==> src/rtl/pm_pkg.sv <==
package pm_pkg;

    typedef enum logic [1:0] {
        PM_D0_UNINIT = 2'b00,
        PM_D0_ACTIVE = 2'b01,
        PM_D3_HOT    = 2'b10,
        PM_D3_COLD   = 2'b11
    } pm_state_e;

    // Decoded view of one configuration write
    typedef struct packed {
        logic cmd_enable;   // Command write with an enable bit set
        logic pm_to_d3;     // power-state field written with 11
        logic pm_to_d0;     // power-state field written with 00
    } cfg_req_t;

    typedef struct packed {
        pm_state_e state;
        logic      loaded;
    } fsm_reg_t;

    typedef struct packed {
        logic hp_prev;
        logic pme;
    } pme_reg_t;

    localparam logic [1:0] FIELD_D0 = 2'b00;
    localparam logic [1:0] FIELD_D3 = 2'b11;

    function automatic logic [1:0] field_of(input pm_state_e s);
        return (s == PM_D3_HOT) ? FIELD_D3 : FIELD_D0;
    endfunction

endpackage

==> src/rtl/pm_cfg_decode.sv <==
module pm_cfg_decode
    import pm_pkg::*;
#(
    parameter int unsigned CFG_AW = 12,
    parameter int unsigned CFG_DW = 8,
    parameter logic [CFG_AW-1:0] CMD_OFS = 12'h004,
    parameter logic [CFG_AW-1:0] PMC_OFS = 12'h044
) (
    input  logic              wr_en,
    input  logic [CFG_AW-1:0] wr_addr,
    input  logic [CFG_DW-1:0] wr_data,
    output cfg_req_t          req
);
    localparam int unsigned ENB_W = 3;

    logic cmd_hit;
    logic pmc_hit;
    logic unused_data_bits;

    assign cmd_hit = wr_en && (wr_addr == CMD_OFS);
    assign pmc_hit = wr_en && (wr_addr == PMC_OFS);
    assign unused_data_bits = ^wr_data[CFG_DW-1:ENB_W];

    always_comb begin
        req            = '0;
        req.cmd_enable = cmd_hit && (|wr_data[ENB_W-1:0]);
        req.pm_to_d3   = pmc_hit && (wr_data[1:0] == FIELD_D3);
        req.pm_to_d0   = pmc_hit && (wr_data[1:0] == FIELD_D0);
    end

endmodule

==> src/rtl/pm_fsm.sv <==
module pm_fsm
    import pm_pkg::*;
(
    input  logic      clk,
    input  logic      rst_n,
    input  cfg_req_t  req,
    input  logic      mem_access_en,
    input  logic      eeprom_done,
    input  logic      links_l0s,
    input  logic      main_pwr_ok,
    output pm_state_e state_q,
    output pm_state_e state_d
);
    fsm_reg_t r_q, r_d;

    always_comb begin
        r_d = r_q;
        if (eeprom_done) r_d.loaded = 1'b1;
        unique case (r_q.state)
            PM_D0_UNINIT: begin
                if (r_q.loaded) begin
                    if (req.pm_to_d3)
                        r_d.state = PM_D3_HOT;
                    else if (req.cmd_enable || mem_access_en)
                        r_d.state = PM_D0_ACTIVE;
                end
            end
            PM_D0_ACTIVE: begin
                if (req.pm_to_d3) r_d.state = PM_D3_HOT;
            end
            PM_D3_HOT: begin
                if (req.pm_to_d0 && links_l0s) r_d.state = PM_D0_UNINIT;
            end
            PM_D3_COLD: begin
                if (main_pwr_ok) begin
                    r_d.state  = PM_D0_UNINIT;
                    r_d.loaded = 1'b0;
                end
            end
            default: r_d.state = PM_D0_UNINIT;
        endcase
        if (!main_pwr_ok) begin
            r_d.state  = PM_D3_COLD;
            r_d.loaded = 1'b0;
        end
    end

    always_ff @(posedge clk or negedge rst_n) begin
        if (!rst_n) begin
            r_q.state  <= PM_D0_UNINIT;
            r_q.loaded <= 1'b0;
        end else begin
            r_q <= r_d;
        end
    end

    assign state_q = r_q.state;
    assign state_d = r_d.state;

endmodule

==> src/rtl/pm_wake_pulse.sv <==
module pm_wake_pulse
    import pm_pkg::*;
(
    input  logic      clk,
    input  logic      rst_n,
    input  logic      hotplug_evt,
    input  pm_state_e cur_state,
    input  pm_state_e nxt_state,
    output logic      pme_req
);
    pme_reg_t p_q, p_d;

    always_comb begin
        p_d         = p_q;
        p_d.hp_prev = hotplug_evt;
        // raise only when the port is in D3hot now and remains there
        p_d.pme     = hotplug_evt && !p_q.hp_prev
                      && (cur_state == PM_D3_HOT)
                      && (nxt_state == PM_D3_HOT);
    end

    always_ff @(posedge clk or negedge rst_n) begin
        if (!rst_n) begin
            p_q <= '0;
        end else begin
            p_q <= p_d;
        end
    end

    assign pme_req = p_q.pme;

endmodule

==> src/rtl/pm_state_ctrl.sv <==
module pm_state_ctrl
    import pm_pkg::*;
#(
    parameter int unsigned CFG_AW = 12,
    parameter int unsigned CFG_DW = 8
) (
    input  logic              clk,
    input  logic              rst_n,
    input  logic              cfg_wr_en,
    input  logic [CFG_AW-1:0] cfg_wr_addr,
    input  logic [CFG_DW-1:0] cfg_wr_data,
    input  logic              mem_access_en,
    input  logic              eeprom_done,
    input  logic              up_link_l0s,
    input  logic              dn_link_l0s,
    input  logic              hotplug_evt,
    input  logic              main_pwr_ok,
    output logic [1:0]        pm_state,
    output logic [1:0]        pwr_field,
    output logic              pme_req,
    output logic              cfg_resp_en
);
    cfg_req_t  req;
    pm_state_e st_q;
    pm_state_e st_d;

    pm_cfg_decode #(
        .CFG_AW (CFG_AW),
        .CFG_DW (CFG_DW)
    ) u_dec (
        .wr_en   (cfg_wr_en),
        .wr_addr (cfg_wr_addr),
        .wr_data (cfg_wr_data),
        .req     (req)
    );

    pm_fsm u_fsm (
        .clk           (clk),
        .rst_n         (rst_n),
        .req           (req),
        .mem_access_en (mem_access_en),
        .eeprom_done   (eeprom_done),
        .links_l0s     (up_link_l0s && dn_link_l0s),
        .main_pwr_ok   (main_pwr_ok),
        .state_q       (st_q),
        .state_d       (st_d)
    );

    pm_wake_pulse u_pme (
        .clk         (clk),
        .rst_n       (rst_n),
        .hotplug_evt (hotplug_evt),
        .cur_state   (st_q),
        .nxt_state   (st_d),
        .pme_req     (pme_req)
    );

    assign pm_state    = st_q;
    assign pwr_field   = field_of(st_q);
    assign cfg_resp_en = (st_q != PM_D3_COLD);

endmodule

==> config.mk <==
export PLATFORM = sky130hd
export DESIGN_NAME = pm_state_ctrl
export DESIGN_NICKNAME = d
export VERILOG_FILES = /design/src/rtl/pm_pkg.sv /design/src/rtl/pm_cfg_decode.sv /design/src/rtl/pm_fsm.sv /design/src/rtl/pm_wake_pulse.sv /design/src/rtl/pm_state_ctrl.sv
export SDC_FILE = /design/constraint.sdc
export NUM_CORES = 1
export LEC_CHECK = 0
export ABC_AREA = 1
export BUFFER_PORTS_ARGS = -buffer_cell sky130_fd_sc_hd__buf_2
export CAP_MARGIN = 20
export CORE_AREA = 2 2 39 41
export CTS_CLUSTER_SIZE = 30
export DETAILED_ROUTE_END_ITERATION = 7
export DIE_AREA = 0 0 41 43
export GPL_ROUTABILITY_DRIVEN = 0
export PLACE_DENSITY = 0.76
export SYNTH_ARGS = -nofsm -noshare
export SYNTH_HDL_FRONTEND = slang
export SYNTH_HIERARCHICAL = 1
export SYNTH_SLANG_ARGS = --single-unit
==> constraint.sdc <==
create_clock -name clk -period 1.6 [get_ports clk]
set_clock_uncertainty 0.2 [all_clocks]
set_input_delay 0.08 -clock clk [delete_from_list [all_inputs] [get_ports clk]]
set_output_delay 0.08 -clock clk [all_outputs]
set_load 0.005 [all_outputs]
## Word-level counts from Yosys, hierarchy flattened

Index checks and enable logic that the tools add are counted.

- Register bits: 5
- Word-level logic and storage cells: 38

- Eq/ne operators: 9
- Multiplexer cells: 10
- Reductions and logical operators: 15

Operators by type and width:

| cell | number |
|---|---|
| $eq A12 B3 Y1 const B | 1 |
| $eq A12 B7 Y1 const B | 1 |
| $mux W2 | 6 |
| $logic_and A1 B1 Y1 | 10 |
| $eq A2 B2 Y1 const B | 4 |
| $pmux W2 S4 | 1 |
| $logic_not A2 Y1 | 2 |
| $mux W3 | 1 |
| $ne A3 B2 Y1 const B | 1 |
| $reduce_or A3 Y1 | 1 |
| $eq A2 B1 Y1 const B | 1 |
| $mux W1 | 2 |
| $ne A2 B2 Y1 const B | 1 |
| $logic_not A1 Y1 | 1 |
| $logic_or A1 B1 Y1 | 1 |

## Longest topological paths before layout

- Word-level depth: 11
- Gate-level depth with buffers: 16
- Mapped depth without buffers: 15

## Cells and area by module

The synthesis kept the hierarchy.

Modules (own cells, without submodules):

| module | instances | cells an instance | area each (µm²) |
|---|---|---|---|
| pm_fsm | 1 | 32 | 210.2 |
| pm_cfg_decode | 1 | 26 | 106.4 |
| pm_wake_pulse | 1 | 9 | 78.8 |
| pm_state_ctrl | 1 | 6 | 28.8 |

## Least setup slack after synthesis

No wires, ideal clock.

- Path type: input to register
- Start point: input cfg_wr_addr[9]
- End point: register u_pme.p_q (netlist bit u_pme/pme_req)
- Arrival time: 1066 ps
- Required time: 1329 ps
- Path slack: 263 ps
- Stages: 14
- Path buffers: 1
- Cells stage by stage: nor2_1 nand2_1 nor2_2 nand2_1 nor2_1 inv_1 nand3_1 nand2_1 inv_1 nand2_1 buf_4 nor2_1 nand2_1 nor2_1

RTL lines:

| what | RTL line | text |
|---|---|---|
| start: declaration | pm_state_ctrl.sv:10 | `input logic [CFG_AW-1:0] cfg_wr_addr,` |
| end signal: assignment | pm_wake_pulse.sv:26 | `p_q <= p_d;` |
| end: declaration | pm_wake_pulse.sv:11 | `pme_reg_t p_q, p_d;` |

## Worst setup path in the final report

- Start point: input main_pwr_ok
- End point: register u_fsm/r_q[0] (netlist bit)

- Cells in the longest elaborated chain, start to end: 1

RTL lines:

| what | RTL line | text |
|---|---|---|
| start: declaration | pm_state_ctrl.sv:17 | `input logic main_pwr_ok,` |
| $ne A3 B2 Y1 (no line) / $mux W3 (equally long branches) | n/a |  |
| end signal: assignment | pm_fsm.sv:53 | `r_q <= r_d;` |
| end: declaration | pm_fsm.sv:14 | `fsm_reg_t r_q, r_d;` |

Parallel ways exist; a longest one is shown, timed or not.
A chain may end at the register's enable or synchronous reset.

==> impl_results.md <==
* Outcome: complete, no violations
* CTS tree: yes
* Remaining DRCs at 0
* # Post-CTS Setup Buffers at 0
* First-pass GRT wire length at 1.70 mm
* HPWL Detailed at 774 um
* Crit-path leading delay family: buffers and inverters
* Main area contributors after synthesis: dfrtp_1 29%, nand2_1 17%, nor2_1 16%
* Leading area contributor after synthesis: dfrtp_1
* Reg2Reg Depth at 3
* Flop and latch count out of synthesis at 5
* Hold Path Class: in2reg
* Worst-case hold slack at 0.0229 ns
* Asr flop ratio synth at 100%
* Adder-cell area share of the yosys netlist at 0%
* Met3 wire len at 24 um
* DR pass1 iterations at 4
* CTS root buf: clkbuf_4
* Starting Density at 30.7%
* Wirelength, routed at 952 um
* Synth Area in Compound Gates at 4.13%
* Maximum vdd drop at 0.000344 V
* Sequential element share of the synthesized area at 29.5%
* Storage element area at 125 sq um
* Bufs on Longest Clock Path at 2
* Met2 routed WL at 557 um
* Critical Path Stages at 5
* Share of layout cells above drive strength 1 at 33.0%
* Final Power at 0.381 mW
* Largest net degree at the start of global routing at 11
* Syn Nets at 102
* Final worst slack at 0.0944 ns
* Setup Viol. Count Final at 0
* Syn Inst Count at 73
* Worst-path cell chain: dlygate4sd3_1 -> buf_2 -> o21ai_0 -> dlygate4sd3_1 -> a21oi_1
* CP endpoint: u_fsm/r_q[0]$_DFFE_PN0P_
* Die area at 1760 sq um
* Setup TNS at 0 ns
* Crit end category: flip-flop
* Count of cell types in the netlist at 15
* Yosys Warn Count at 6
* Grt ovf at 0
* Xor/xnor share of the synthesized area at 0%
* RSZ-0062 raised after global routing: no
* Dpl ws at 0.120 ns
* Iteration-0 DRC Markers at 8
* DR vias at 496
* Max-slew violation count at 0
* CP Buf/Inv Count at 3
* WL/cell at 7.80 um
* Ys flop type: dfrtp_1
* I/O pins at 35
* Synth top cells by count: 19 x nand2_1, 18 x nor2_1, 15 x inv_1, 5 x buf_4, 5 x dfrtp_1
* Total power divided by cell area at 607 nW/um^2
* Leak at 0.380 nW
* Slew @ Worst Pin at 0.286 ns
* Vias in the first global route at 511
* Filler Cell Count at 141
* I/O Buffers at 29
* WL met1 at 356 um
* CP Launch Point: main_pwr_ok
* Highest routed layer: met4
* CTS Sinks at 5
* # nets final at 136
* Num CTS Buffers at 3
* Diodes inserted at 0
* Slowest stage cell, crit path: dlygate4sd3_1
* R2r setup slk at 0.12 ns
* Finished Core Util at 45.4%
* Most frequent cell after synthesis: nand2_1
* Multi-input gate area at 201 sq um
* Simple-gate share of the synthesized area at 43.4%
* Fmax at 664 MHz
* Largest family of logic cells by synthesized area: simple AND/OR/NAND/NOR gates
* Post-CTS Resized at 0
* Share of Yosys cell area claimed by the top area cell type at 29.5%
* Initial antenna violation count at 0
* Reg2reg start: u_fsm/r_q[0]$_DFFE_PN0P_
* Gr usage total at 14.2%
* Max Cap Viol at 0
* Worst-path fanout max at 3
* Vias per Instance at 4.07
* CTS H-tree lvls at 1
* CP max stage delay at 0.57 ns
* Post-Syn Area at 424 sq um
* Tmin final at 1.51 ns
* Die width at 41 um
* Die Y at 43 um
* Area grow syn2layout at 48.1%
* Final period util at 94.1%
* Fin. Hold Viols at 0
* CTS clock-pin slew for the worst setup and hold paths at 0.04 ns
* Worst r2r dst: u_fsm/r_q[0]$_DFFE_PN0P_
* Slew HR at 80.9%
* Kind of start point of the critical path: input pin
* Core Rows at 14
* Antenna Nets Post-Route at 0
* Post-synth EDFFs at 0
* Post-synthesis mux area share at 0%
* CP Class: in2reg
* Clk_lat worst skew at 0.24 ns
* Most common cell on crit path: dlygate4sd3_1
* Core area at 1380 sq um
* Synthesized area per cell at 5.81 sq um
* Worst Path Arrival at 1.41 ns
* Worst Path Required at 1.51 ns
==> cell usage in the layout, fill, tap and decap left out, types with 2 or more instances in the layout <==
master | synthesis | layout
buf_2 | 0 | 29
nor2_2 | 2 | 2
dfrtp_1 | 5 | 5
dlygate4sd3_1 | 0 | 5
nand2_1 | 19 | 19
clkbuf_4 | 0 | 3
inv_1 | 15 | 15
nor2_1 | 18 | 18
==> kinds of logic after synthesis <==
| logic type | after synthesis |
|---|---|
| flip-flops | 5 |
| AND/OR/NAND/NOR | 44 |
| AO/OA/AOI/OAI | 3 |
| buffers and inverters | 21 |
==> tightest hold or removal path: stages <==
cell     delay [ns]
buf_2          0.07
nor2_1         0.04
nor2_1         0.10
nand2_1        0.07
nand2_1        0.07
==> layer usage <==
metal  up-vias  global-route usage, %
li1        271                      -
met1       215                   11.5
met2         8                   27.2
met3         2                   6.28
met4         0                   4.00
met5         -                      0
==> stage by stage <==
step | instance area [sq um] | std cells
after floorplan | 424 | 73
after global placement | 552 | 113
after detailed placement | 552 | 113
after CTS | 628 | 122
after global routing | 628 | 122
final | 628 | 122
==> cell type report <==
type                    instances  share of cell area, %
clock buffers                   4                   4.18
inverters                      16                   9.56
multi-input cells              47                   32.1
flip-flops and latches          5                   19.9
well taps                      16                   3.19
repair buffers                 34                   31.1
==> flip-flops by register name, summed over array words and instances (netlist names) <==
name and cells:
u_fsm/r_q 1, u_fsm/state_q 2, u_pme/p_q 1, u_pme/pme_req 1
==> what timing repair did <==
action                                  4_1_cts  5_1_grt
hold buffers                                  5        0
hold endpoints to repair                     10        0
endpoints found under the setup margin        0        0
==> power by group <==
part / internal (mW) / switching (mW)
Combinational: 0.0519 / 0.0392
Clock: 0.0941 / 0.0494
Sequential: 0.134 / 0.0120
Total: 0.280 / 0.101
==> how the worst min path moves through the flow <==
stage,startpoint,cells after the start,endpoint
floorplan,rst_n,0,u_fsm/r_q[0]$_DFFE_PN0P_
global placement,rst_n,1,u_pme/pme_req$_DFF_PN0_
detailed placement,rst_n,1,u_pme/pme_req$_DFF_PN0_
CTS,mem_access_en,5,u_fsm/state_q[0]$_DFF_PN0_
global route,mem_access_en,5,u_fsm/state_q[0]$_DFF_PN0_
finish,mem_access_en,5,u_fsm/state_q[0]$_DFF_PN0_
Power figures use the tool's default switching activity.
